<file path="src/rtl/fpu_csr_pkg.sv">
package fpu_csr_pkg;
  parameter int unsigned NFLAG   = 7;
  parameter int unsigned ADDR_W  = 24;
  parameter int unsigned CMP_W   = 4;
  parameter int unsigned TST_W   = 5;
  parameter int unsigned STAT_W  = 32;
  parameter int unsigned CTRL_W  = 16;
  parameter int unsigned HALF_W  = STAT_W / 2;
  // field positions inside the status register
  localparam int unsigned ST_RECENT_LSB = 0;
  localparam int unsigned ST_STICKY_LSB = 8;
  localparam int unsigned ST_CMP_LSB    = 16;
  localparam int unsigned ST_TST_LSB    = 24;
  // field positions inside the control register
  localparam int unsigned CT_RM_LSB  = 8;
  localparam int unsigned CT_FTZ_BIT = 10;
  localparam int unsigned CT_SAZ_BIT = 11;
  localparam int unsigned CT_USED_W  = 12;
endpackage

</file>
<file path="src/rtl/fpu_csr_rst_sync.sv">
module fpu_csr_rst_sync #(
  parameter int unsigned STAGES = 2
) (
  input  logic clk,
  input  logic rst_n,
  output logic rst_n_sync
);
  logic [STAGES-1:0] sync_q;

  always_ff @(posedge clk or negedge rst_n) begin
    if (!rst_n) sync_q <= '0;
    else        sync_q <= {sync_q[STAGES-2:0], 1'b1};
  end

  assign rst_n_sync = sync_q[STAGES-1];
endmodule

</file>
<file path="src/rtl/fpu_csr_stat.sv">
module fpu_csr_stat
  import fpu_csr_pkg::*;
(
  input  logic              clk,
  input  logic              rst_n,
  input  logic              rt_valid,
  input  logic [NFLAG-1:0]  rt_flags,
  input  logic              rt_is_cmp,
  input  logic [CMP_W-1:0]  rt_cmp,
  input  logic              rt_is_tst,
  input  logic [TST_W-1:0]  rt_tst,
  input  logic              wr_lo,
  input  logic              wr_hi,
  input  logic [STAT_W-1:0] wdata,
  output logic [STAT_W-1:0] stat_q
);
  logic [NFLAG-1:0] recent_q, recent_d;
  logic [NFLAG-1:0] sticky_q, sticky_d;
  logic [CMP_W-1:0] cmp_q, cmp_d;
  logic [TST_W-1:0] tst_q, tst_d;

  always_comb begin
    recent_d = recent_q;
    sticky_d = sticky_q;
    cmp_d    = cmp_q;
    tst_d    = tst_q;
    if (rt_valid) begin
      recent_d = rt_flags;
      sticky_d = sticky_q | rt_flags;
      if (rt_is_cmp) cmp_d = rt_cmp;
      if (rt_is_tst) tst_d = rt_tst;
    end
    if (wr_lo) begin
      recent_d = wdata[ST_RECENT_LSB +: NFLAG];
      sticky_d = wdata[ST_STICKY_LSB +: NFLAG];
    end
    if (wr_hi) begin
      cmp_d = wdata[ST_CMP_LSB +: CMP_W];
      tst_d = wdata[ST_TST_LSB +: TST_W];
    end
  end

  always_ff @(posedge clk or negedge rst_n) begin
    if (!rst_n) begin
      recent_q <= '0;
      sticky_q <= '0;
      cmp_q    <= '0;
      tst_q    <= '0;
    end else begin
      recent_q <= recent_d;
      sticky_q <= sticky_d;
      cmp_q    <= cmp_d;
      tst_q    <= tst_d;
    end
  end

  always_comb begin
    stat_q = '0;
    stat_q[ST_RECENT_LSB +: NFLAG] = recent_q;
    stat_q[ST_STICKY_LSB +: NFLAG] = sticky_q;
    stat_q[ST_CMP_LSB +: CMP_W]    = cmp_q;
    stat_q[ST_TST_LSB +: TST_W]    = tst_q;
  end

  // a retire without a lower-half write leaves exactly its flags
  a_r1_recent_replace: assert property (@(posedge clk) disable iff (!rst_n)
    (rt_valid && !wr_lo) |=> (stat_q[ST_RECENT_LSB +: NFLAG] == $past(rt_flags)));
  // without a lower-half write no sticky bit is lost
  a_r2_sticky_keep: assert property (@(posedge clk) disable iff (!rst_n)
    !wr_lo |=> ((stat_q[ST_STICKY_LSB +: NFLAG] & $past(stat_q[ST_STICKY_LSB +: NFLAG]))
                == $past(stat_q[ST_STICKY_LSB +: NFLAG])));
  // software value wins on the upper half
  a_r8_hi_wins: assert property (@(posedge clk) disable iff (!rst_n)
    wr_hi |=> (stat_q[ST_CMP_LSB +: CMP_W] == $past(wdata[ST_CMP_LSB +: CMP_W])));
endmodule

</file>
<file path="src/rtl/fpu_csr_ctrl.sv">
module fpu_csr_ctrl
  import fpu_csr_pkg::*;
(
  input  logic              clk,
  input  logic              rst_n,
  input  logic              wr,
  input  logic [CTRL_W-1:0] wdata,
  output logic [CTRL_W-1:0] ctrl_q
);
  logic [CT_USED_W-1:0] used_q, used_d;

  always_comb begin
    used_d = used_q;
    if (wr) used_d = wdata[CT_USED_W-1:0];
  end

  always_ff @(posedge clk or negedge rst_n) begin
    if (!rst_n) used_q <= CT_USED_W'({NFLAG{1'b1}});
    else        used_q <= used_d;
  end

  assign ctrl_q = CTRL_W'(used_q);

  // without a write the control register is held
  a_r4_ctrl_hold: assert property (@(posedge clk) disable iff (!rst_n)
    !wr |=> $stable(ctrl_q));
endmodule

</file>
<file path="src/rtl/fpu_csr_addr.sv">
module fpu_csr_addr
  import fpu_csr_pkg::*;
(
  input  logic              clk,
  input  logic              rst_n,
  input  logic              rt_valid,
  input  logic [NFLAG-1:0]  rt_flags,
  input  logic [ADDR_W-1:0] rt_addr,
  input  logic              wr,
  input  logic [ADDR_W-1:0] wdata,
  output logic [ADDR_W-1:0] addr_q,
  output logic              vld_q
);
  logic [ADDR_W-1:0] addr_d;
  logic              vld_d;
  logic              capture;

  assign capture = rt_valid && (|rt_flags) && !vld_q;

  always_comb begin
    addr_d = addr_q;
    vld_d  = vld_q;
    if (wr) begin
      addr_d = wdata;
      vld_d  = 1'b0;
    end else if (capture) begin
      addr_d = rt_addr;
      vld_d  = 1'b1;
    end
  end

  always_ff @(posedge clk or negedge rst_n) begin
    if (!rst_n) begin
      addr_q <= '0;
      vld_q  <= 1'b0;
    end else begin
      addr_q <= addr_d;
      vld_q  <= vld_d;
    end
  end

  // once valid, the address holds until software writes it
  a_r5_first_hold: assert property (@(posedge clk) disable iff (!rst_n)
    (vld_q && !wr) |=> ($stable(addr_q) && vld_q));
  // an exceptional retire while armed is captured
  a_r5_capture: assert property (@(posedge clk) disable iff (!rst_n)
    (!vld_q && rt_valid && (rt_flags != '0) && !wr) |=> (vld_q && addr_q == $past(rt_addr)));
  // a software write re-arms
  a_r6_rearm: assert property (@(posedge clk) disable iff (!rst_n)
    wr |=> (!vld_q && addr_q == $past(wdata)));
endmodule

</file>
<file path="src/rtl/fpu_csr.sv">
module fpu_csr
  import fpu_csr_pkg::*;
(
  input  logic              clk,
  input  logic              rst_n,
  input  logic              rt_valid,
  input  logic [NFLAG-1:0]  rt_flags,
  input  logic [ADDR_W-1:0] rt_addr,
  input  logic              rt_is_cmp,
  input  logic [CMP_W-1:0]  rt_cmp,
  input  logic              rt_is_tst,
  input  logic [TST_W-1:0]  rt_tst,
  input  logic              sw_stat_wr_lo,
  input  logic              sw_stat_wr_hi,
  input  logic [STAT_W-1:0] sw_stat_wdata,
  input  logic              sw_ctrl_wr,
  input  logic [CTRL_W-1:0] sw_ctrl_wdata,
  input  logic              sw_addr_wr,
  input  logic [ADDR_W-1:0] sw_addr_wdata,
  output logic [STAT_W-1:0] stat_q,
  output logic [CTRL_W-1:0] ctrl_q,
  output logic [ADDR_W-1:0] exc_addr_q,
  output logic              exc_addr_vld,
  output logic [NFLAG-1:0]  exc_mask,
  output logic [1:0]        round_mode,
  output logic              ftz,
  output logic              saz,
  output logic              exc_unmasked
);
  logic rst_ns;

  fpu_csr_rst_sync #(.STAGES(2)) u_rst (
    .clk(clk), .rst_n(rst_n), .rst_n_sync(rst_ns));

  fpu_csr_stat u_stat (
    .clk(clk), .rst_n(rst_ns), .rt_valid(rt_valid), .rt_flags(rt_flags),
    .rt_is_cmp(rt_is_cmp), .rt_cmp(rt_cmp), .rt_is_tst(rt_is_tst), .rt_tst(rt_tst),
    .wr_lo(sw_stat_wr_lo), .wr_hi(sw_stat_wr_hi), .wdata(sw_stat_wdata),
    .stat_q(stat_q));

  fpu_csr_ctrl u_ctrl (
    .clk(clk), .rst_n(rst_ns), .wr(sw_ctrl_wr), .wdata(sw_ctrl_wdata),
    .ctrl_q(ctrl_q));

  fpu_csr_addr u_addr (
    .clk(clk), .rst_n(rst_ns), .rt_valid(rt_valid), .rt_flags(rt_flags),
    .rt_addr(rt_addr), .wr(sw_addr_wr), .wdata(sw_addr_wdata),
    .addr_q(exc_addr_q), .vld_q(exc_addr_vld));

  assign exc_mask     = ctrl_q[NFLAG-1:0];
  assign round_mode   = ctrl_q[CT_RM_LSB +: 2];
  assign ftz          = ctrl_q[CT_FTZ_BIT];
  assign saz          = ctrl_q[CT_SAZ_BIT];
  assign exc_unmasked = rt_valid && (|(rt_flags & ~exc_mask));

  // never raised without a retire
  a_r10_needs_retire: assert property (@(posedge clk) disable iff (!rst_ns)
    exc_unmasked |-> rt_valid);
  // all flags masked means no indication
  a_r10_masked_quiet: assert property (@(posedge clk) disable iff (!rst_ns)
    ((rt_flags & ~ctrl_q[NFLAG-1:0]) == '0) |-> !exc_unmasked);
endmodule

</file>
<file path="config.mk">
export PLATFORM = sky130hd
export DESIGN_NAME = fpu_csr
export DESIGN_NICKNAME = d
export VERILOG_FILES = /design/src/rtl/fpu_csr_pkg.sv /design/src/rtl/fpu_csr_rst_sync.sv /design/src/rtl/fpu_csr_stat.sv /design/src/rtl/fpu_csr_ctrl.sv /design/src/rtl/fpu_csr_addr.sv /design/src/rtl/fpu_csr.sv
export SDC_FILE = /design/constraint.sdc
export NUM_CORES = 1
export LEC_CHECK = 0
export BUFFER_PORTS_ARGS = -buffer_cell sky130_fd_sc_hd__buf_2
export CAP_MARGIN = 20
export CORE_ASPECT_RATIO = 0.9
export CORE_MARGIN = 4
export CORE_UTILIZATION = 38
export DETAILED_ROUTE_END_ITERATION = 7
export PLACE_DENSITY = 0.77
export SLEW_MARGIN = 40
export SYNTH_ARGS = -nofsm -noshare
export SYNTH_HDL_FRONTEND = slang
export SYNTH_SLANG_ARGS = --single-unit
</file>
<file path="constraint.sdc">
create_clock -name clk -period 2.1 [get_ports clk]
set_clock_uncertainty 0.15 [all_clocks]
set_input_delay 0.315 -clock clk [delete_from_list [all_inputs] [get_ports clk]]
set_output_delay 0.315 -clock clk [all_outputs]
set_load 0.01 [all_outputs]
</file>
==> run metrics, run 1 <==
asr flop ratio synth 100%; post-synthesis sequential area ratio 50.1%; Leak 2.25 nW; Clock Sinks 62; max-slew violations 0; starting density of the core 38.8%; CTS Root Cell clkbuf_8; CTS tree yes; cell-internal power 2.47 mW; Sw Share 25.6%; first-pass GRT wire length 12.1 mm; Longest Clk Path Bufs 2; I/O Buffers 179; Worst Path Max Fanout 4; number of unique standard cell types used by synthesis 25; cell area after synthesis 3120 µm²; Yosys reg bits 62; M1 WL 3.19 mm; final std cells w/o fill 527; post-synth top area share 44.2%; pwr dens 776 nW/µm²; Slew @ Worst Pin 0.559 ns; Clock Latency Late Sink 0.33 ns; Post-synth EDFFs 0; routability cong. 0.783; largest net degree at the start of global routing 43; gr ovfl total 0; number of diodes 0; main flop type after synthesis dfrtp_1; CP startpoint kind register; fin nets 544; Vias/cell 4.68; Cells after Synth 250; Die Ht 93.9 µm; clock-pin slew on the worst setup and hold paths 0.07 ns; crit path DAT 1.52 ns; vias in the first global route 2526; vias post-DR 2467; WS Path Type register to primary output; setup_tns 0 ns; RSZ-0062 raised after global routing no; Final Hold Fails 0; Cells after DPL 510; Wirelength per Cell 14.8 µm; met2 WL 3.94 mm; worst rel slew slack 62.6%; Die W 103 µm; core box area 8030 µm²; Max VDD drop 416 µV; top-count cell post-synth dfrtp_1; crit path time final 1.99 ns; DRT antenna net count 0; Ys Warns 0; Commonest cells post-synth dfrtp_1, mux2_2, buf_4, nand2_1, o21ai_0; worst min path class input port to register; Num CTS Buffers 9; Worst EP required 1.63 ns; # rows 31; Total Die Area 9710 µm²; Top Ports 206; First-pass DRT Iterations 4; Clock power frac 36.5%; Iter 0 DRT Violations 39; DR top layer met5; synth top area cells dfrtp_1, mux2_2, mux2_4, buf_4, dfstp_2; Period Utilization, post-route 94.7%; FMAX 503 MHz; H-tree Lvls 3; switching power 0.848 mW; critical path endpoint category primary output; fraction of layout cells with a size suffix above 1 64.0%; Layout area overhead 37.1%; status finished clean; Remaining DRCs 0; Comb power frac 20.8%; gr usage total 16.0%; final setup vio count 0; DR WL met3 575 µm; initial antenna violation count 1; area leader, netlist dfrtp_1; HPWL after DPL 6.22 mm; Avg Cell Area, Syn 12.5 µm²; sequential power share 42.6%; final WL 7.82 mm; max-cap check violation count 0
-- worst max-delay path, cell delays in order (launching register included) --
cell and delay, ns:
dfstp_2 0.55, nand2b_1 0.14, o221ai_2 0.10, o31a_1 0.28, buf_2 0.14
-- flip-flops by register name, indices dropped and copies added (netlist names) --
name and cells:
u_stat.sticky_q 7, u_ctrl.used_q 12, u_addr.addr_q 24, u_stat.recent_q 7
u_rst.sync_q 2, u_stat.cmp_q 4, u_addr.vld_q 1, u_stat.tst_q 5
-- placed cells by master (no fill, tap or decap), drive strengths merged, types with 6 or more instances in the layout --
cell type    n
a21oi        7
inv          6
o21ai       23
dfrtp       55
dfstp        7
mux2        60
buf        186
mux2i       16
clkbuf      13
conb        14
nand2       25
-- per-stage QoR --
stage / instance area (µm²) / setup WS [ns] / total power, mW / hold WS, ns / util (%)
2_1_floorplan: 3160 / 0.108 / 1.85 / -0.131 / -
3_3_place_gp: 4000 / 0.0392 / 2.10 / -0.0463 / 49.8
3_5_place_dp: 4020 / 0.0782 / 2.13 / -0.0415 / 50.1
4_1_cts: 4270 / 0.0652 / 3.37 / 0.0206 / 53.1
5_1_grt: 4270 / 0.0359 / 3.50 / 0.0283 / 53.2
6_report: 4270 / 0.111 / 3.32 / 0.0398 / 53.2
-- power by group through the flow --
stage / clock network [mW] / registers [mW] / logic (mW)
2_1_floorplan: 0 / 1.50 / 0.345
3_3_place_gp: 0 / 1.43 / 0.673
3_5_place_dp: 0 / 1.43 / 0.700
4_1_cts: 1.25 / 1.42 / 0.703
5_1_grt: 1.31 / 1.43 / 0.756
6_report: 1.21 / 1.41 / 0.691
-- final timing paths --
kind,startpoint,end,slack (ns),depth (start not counted)
min,sw_stat_wdata[16],u_stat.cmp_q[0],0.04,3
max in group asynchronous,u_rst.sync_q[1],u_ctrl.used_q[1],1.10,1
max reg2reg,u_addr.vld_q,u_addr.addr_q[2],0.16,4
max,u_ctrl.used_q[1],exc_unmasked,0.11,4
min in group asynchronous,u_rst.sync_q[1],u_addr.vld_q,0.07,0
min reg2reg,u_rst.sync_q[1],u_addr.vld_q,0.07,0
-- routing by layer --
metal	track usage, %	vias to the layer above
met4	3.88	2
met1	19.4	1177
li1	-	1171
met2	26.7	105
met5	0	-
met3	6.01	12
-- repair_timing --
action / in CTS / in global routing
buffers inserted: 0 / 0
endpoints found under the setup margin: 0 / 1
endpoints found under the hold margin: 2 / 0
resized for setup: 0 / 1
hold buffers: 1 / 0
-- logic make-up after synthesis --
group | after synthesis | share of synthesized area, %
AO/OA/AOI/OAI | 37 | 6.83
buffers and inverters | 43 | 8.92
flip-flops | 62 | 50.1
multiplexers | 76 | 29.2
other | 2 | 0.241
AND/OR/NAND/NOR | 30 | 4.70
-- layout make-up --
| type | count | area [µm²] |
|---|---|---|
| fill | 722 | 3760 |
| sequential | 62 | 1560 |
| multi-input combinational | 157 | 1340 |
| timing repair buffer | 187 | 991 |
| clock buffer | 13 | 169 |
| tap | 99 | 124 |
| clock inverter | 3 | 65.1 |
| inverter | 6 | 22.5 |
(Power assumes the default switching activity.)
==> inputs of run 2 (changes only) <==
Settings changed: CORE_ASPECT_RATIO 0.9 to not set, CORE_UTILIZATION 38 to 39, SYNTH_HIERARCHICAL set to 1.
==> run 2 against run 1 <==
Compared with the run above: non-clock buffer count rose by 2; critical path depth did not move; first-iteration DRC count increased by 26%; cell count is 3.2% higher; count of clock-buffer cells in the layout unchanged; core utilization is 0.78 points higher; die area rose by 3.7%; flip-flop and latch count stayed put; wire length increased by 4.7%; combinational power is 6.2% higher; clock power rose by 7%; critical path type unchanged; critical endpoint unchanged; largest power group unchanged.
==> run metrics, run 2 <==
status finished clean; Longest Clk Path Bufs 2; Wirelength per Cell 15.0 µm; Sw Share 24.9%; mux cell area share after synthesis 25.8%; cell area after synthesis 3330 µm²; Iter 0 DRT Violations 49; Avg Cell Area, Syn 12.8 µm²; fin nets 554; Period Utilization, post-route 94.1%; final WL 8.18 mm; R2R depth 4; DRT antenna net count 0; Yosys reg bits 62; initial antenna violation count 1; H-tree Lvls 3; Tot Pwr 3.44 mW; Total Die Area 10100 µm²; Max VDD drop 367 µV; Slew @ Worst Pin 0.520 ns; XOR/XNOR share of the synthesized area 0%; Clock Sinks 62; top-count cell post-synth dfrtp_1; clock-pin slew on the worst setup and hold paths 0.07 ns; post-synthesis sequential area ratio 46.9%; Cells after Synth 260; max-cap check violation count 0; number of unique standard cell types used by synthesis 32; sequential power share 41.2%; area leader, netlist dfrtp_1; gr ovfl total 0; Final Core Density 54.0%; final setup vio count 0; First-pass DRT Iterations 4; Worst EP required 1.63 ns; Clock power frac 37.4%; Num CTS Buffers 9; routability cong. 0.824; Remaining DRCs 0; r2r endpoint u_addr/addr_q[17]; pwr dens 772 nW/µm²; gr usage total 16.1%; worst rel slew slack 65.2%; commonest non-fill, non-tap cell in the layout buf_2; first-pass GRT wire length 12.7 mm; I/O Buffers 179; Vias/cell 4.71; Die Ht 100 µm; FMAX 506 MHz; simple-gate portion of the synthesized area 7.03%; starting density of the core 40.3%; max-slew violations 0; final worst slack 0.124 ns; crit path DAT 1.51 ns; # rows 33; Leak 2.31 nW; worst min path class register to async pin; Post-synth EDFFs 0; Place WS 0.126 ns; main flop type after synthesis dfrtp_1; Largest register FFs 24; R2R setup slack 0.17 ns; vias post-DR 2561; CP startpoint kind register; most frequent cells in the layout buf_2, dfrtp_1, mux2_2, mux2_4, nand2_1; Clock Latency Late Sink 0.33 ns; synth top area cells dfrtp_1, mux2_4, mux2_2, buf_4, dfstp_2; CTS Root Cell clkbuf_8; largest reg by FF count u_addr/addr_q; Layout area overhead 34.0%; vias in the first global route 2605; WS Path Type register to primary output; HPWL after DPL 6.33 mm; fraction of layout cells with a size suffix above 1 64.4%; CTS tree yes; largest net degree at the start of global routing 46; Top Ports 206; switching power 0.857 mW; core box area 8260 µm²; Post-Synth Adder-Cell Area 0%; Die W 100 µm; Commonest cells post-synth dfrtp_1, mux2_2, mux2_4; post-synth top area share 41.4%; Worst Path Max Fanout 4; critical path endpoint category primary output; crit path time final 1.98 ns; Final Hold Fails 0; RSZ-0062 raised after global routing no; worst r2r src u_addr/vld_q; Synth Area in Compound Gates 9.74%; Ys Warns 6; post-CTS setup buffers 0; cell-internal power 2.58 mW; fill count 729; Comb power frac 21.3%; asr flop ratio synth 100%; main combinational cell family by area after synthesis multiplexers; largest registers u_addr/addr_q (24), u_ctrl/used_q (12)
run 2: cell type report:
cell class | instances | area [µm²] | share of cell area (%)
Clock buffer | 13 | 159 | 3.56
Inverter | 11 | 41.3 | 0.926
Tap cell | 105 | 131 | 2.95
Multi-Input combinational cell | 160 | 1480 | 33.2
Clock inverter | 3 | 90.1 | 2.02
Sequential cell | 62 | 1560 | 35.0
Timing Repair Buffer | 189 | 993 | 22.3
Antenna cell | 1 | 2.50 | 0.0561
run 2: cells by family after synthesis:
kind of cell | after synthesis
compound gates | 41
buf+inv | 49
flops | 62
mux | 67
other cells | 3
simple gates | 38
run 2: how the worst max path moves through the flow:
stage,slack (ns),from,to,depth (start not counted)
2_1_floorplan,0.11,u_rst/sync_q[1],u_addr/addr_q[0],0
3_3_place_gp,-0.01,rt_valid,u_addr/addr_q[17],4
3_5_place_dp,0.13,rt_valid,u_addr/addr_q[17],5
4_1_cts,0.11,u_ctrl/used_q[6],exc_unmasked,4
5_1_grt,0.009,u_ctrl/used_q[6],exc_unmasked,4
6_report,0.12,u_ctrl/used_q[6],exc_unmasked,4
run 2: repair_timing:
item	4_1_cts	5_1_grt
hold buffers	1	0
resized for setup	0	0
hold endpoints to repair	2	0
run 2: metrics by stage:
stage	instance area (µm²)	setup TNS, ns	std cells	hold WS [ns]
2_1_floorplan	3370	0	271	-0.131
3_3_place_gp	4180	-0.0462	525	-0.0487
3_5_place_dp	4200	0	526	-0.0481
4_1_cts	4460	0	543	0.0272
5_1_grt	4460	0	544	0.0451
6_report	4460	0	544	0.0479
run 2: metal layers:
layer  up-vias  global-route usage, %  part of all wire (%)
li1       1220                      -                     -
met1      1222                   19.5                    39
met2       109                   28.1                    52
met3        10                   3.20                   7.8
met4         0                   6.42                   1.5
met5         -                      0                     0
run 2: power by group through the flow:
stage / registers [mW] / clock network [mW] / logic [mW]
floorplan: 1.50 / 0 / 0.391
global placement: 1.43 / 0 / 0.722
detailed placement: 1.44 / 0 / 0.743
CTS: 1.42 / 1.33 / 0.745
global route: 1.44 / 1.39 / 0.799
finish: 1.42 / 1.29 / 0.734
run 2: worst max-delay path: stages, from the launching register on:
cell and delay (ns):
dfstp_2 0.55, nand2b_1 0.12, o221ai_2 0.08, o31a_1 0.29, buf_2 0.14
==> inputs of run 3 (changes only) <==
Settings changed: CORE_ASPECT_RATIO set to 1.1, REMOVE_ABC_BUFFERS set to 1.
==> run 3 against run 2 <==
Compared with the run above: first-iteration DRC count up 41%; wire length decreased by 1.5%; non-clock buffer count fell by 3; sequential share of layout area rose by 0.79 points; design area fell by 2.2%; critical endpoint unchanged.
==> run metrics, run 3 (synthesis results as in run 2) <==
Die Ht 105 µm; Wirelength per Cell 14.8 µm; largest reg by FF count u_addr/addr_q; Iter 0 DRT Violations 69; Layout area overhead 31.0%; Reg area 1560 µm²; Die W 96.1 µm; number of diodes 0; RSZ-0062 raised after global routing no; Final Core Density 52.1%; Vias/cell 4.68; Multi-input gate area 1480 µm²; DRT antenna net count 0; pwr dens 709 nW/µm²; commonest non-fill, non-tap cell in the layout buf_2; fin nets 551; Slew @ Worst Pin 0.535 ns; First-pass DRT Iterations 4; core box area 8360 µm²; worst r2r src u_addr/vld_q; routability cong. 0.747; Num CTS Buffers 9; Total Die Area 10100 µm²; status finished clean; fraction of layout cells with a size suffix above 1 64.1%; most frequent cells in the layout buf_2, dfrtp_1, mux2_2, mux2_4, nand2_1; R2R depth 4; Worst Hold Path Cells 3; Top Ports 206; largest net degree at the start of global routing 34; Longest Clk Path Bufs 2; CTS tree yes; Worst Path Max Fanout 4; first-pass GRT wire length 12.6 mm; H-tree Lvls 3; Clock Latency Late Sink 0.32 ns; CTS resizes 0; hold path start sw_stat_wdata[12]; HPWL after DPL 6.40 mm; largest registers u_addr/addr_q (24), u_ctrl/used_q (12); Period Utilization, post-route 94.4%; Remaining DRCs 0; Leak 2.25 nW; Hold Buf Count CTS 1; Fin Hold WS 0.0424 ns; max-cap check violation count 0; CTS Root Cell clkbuf_8; gr usage total 15.9%; Max VDD drop 407 µV; WS Path Type register to primary output; final WL 8.06 mm; Clock Sinks 62; final setup vio count 0; clock-pin slew on the worst setup and hold paths 0.08 ns; Worst EP required 1.63 ns; crit path time final 1.98 ns; critical path endpoint category primary output; crit path DAT 1.52 ns; I/O Buffers 179; Final Hold Fails 0; CP startpoint kind register; gr ovfl total 0; post-CTS setup buffers 0; r2r endpoint u_addr/addr_q[17]; worst min path class input port to register; FMAX 504 MHz; R2R setup slack 0.14 ns; vias in the first global route 2600; vias post-DR 2555; fill count 747; max-slew violations 0; starting density of the core 39.8%; Largest register FFs 24; worst rel slew slack 64.2%; initial antenna violation count 0; Hold EP u_stat/sticky_q[4]; # rows 35
## run 3: worst max path at each step
stage / from / end / slack [ns] / depth (start not counted)
floorplan: u_addr/vld_q / u_addr/addr_q[16] / -0.16 / 3
global placement: rt_valid / u_addr/addr_q[16] / -0.009 / 4
detailed placement: rt_valid / u_addr/addr_q[17] / 0.09 / 5
CTS: u_ctrl/used_q[6] / exc_unmasked / 0.09 / 4
global route: u_ctrl/used_q[6] / exc_unmasked / 0.02 / 4
finish: u_ctrl/used_q[6] / exc_unmasked / 0.12 / 4
## run 3: cell type report
type,instances,area share [%]
flip-flops and latches,62,35.8
inverters,11,0.947
clock buffers,13,3.64
well taps,111,3.19
multi-input cells,160,33.9
clock inverters,3,0.488
repair buffers,186,22.0
## run 3: layer usage
metal / vias up / GRT usage, % / part of all wire, %
met1: 1215 / 20.3 / 41
met5: - / 0 / 0
met4: 0 / 5.28 / 0.81
met3: 7 / 3.96 / 8.4
li1: 1209 / - / -
met2: 124 / 26.1 / 50
## run 3: where the power goes
part,internal (mW),switching (mW),total (mW),leakage [nW]
sequential,1.33,0.0809,1.42,0.720
combinational,0.389,0.342,0.731,1.44
clock,0.494,0.451,0.945,0.0896
## run 3: stage by stage
step                      setup WS (ns)  setup TNS (ns)  cell area (µm²)  std cells  total power, mW
after floorplan                  -0.160           -2.42             3070        233             1.80
after global placement         -0.00937         -0.0343             4160        528             2.14
after detailed placement         0.0918               0             4170        529             2.17
after CTS                        0.0923               0             4360        546             3.14
after global routing             0.0236               0             4360        546             3.27
final                             0.118               0             4360        546             3.09
## run 3: worst max-delay path: stages (launching register included)
cell and delay (ns):
dfstp_2 0.55, nand2b_1 0.12, o221ai_2 0.09, o31a_1 0.29, buf_2 0.14
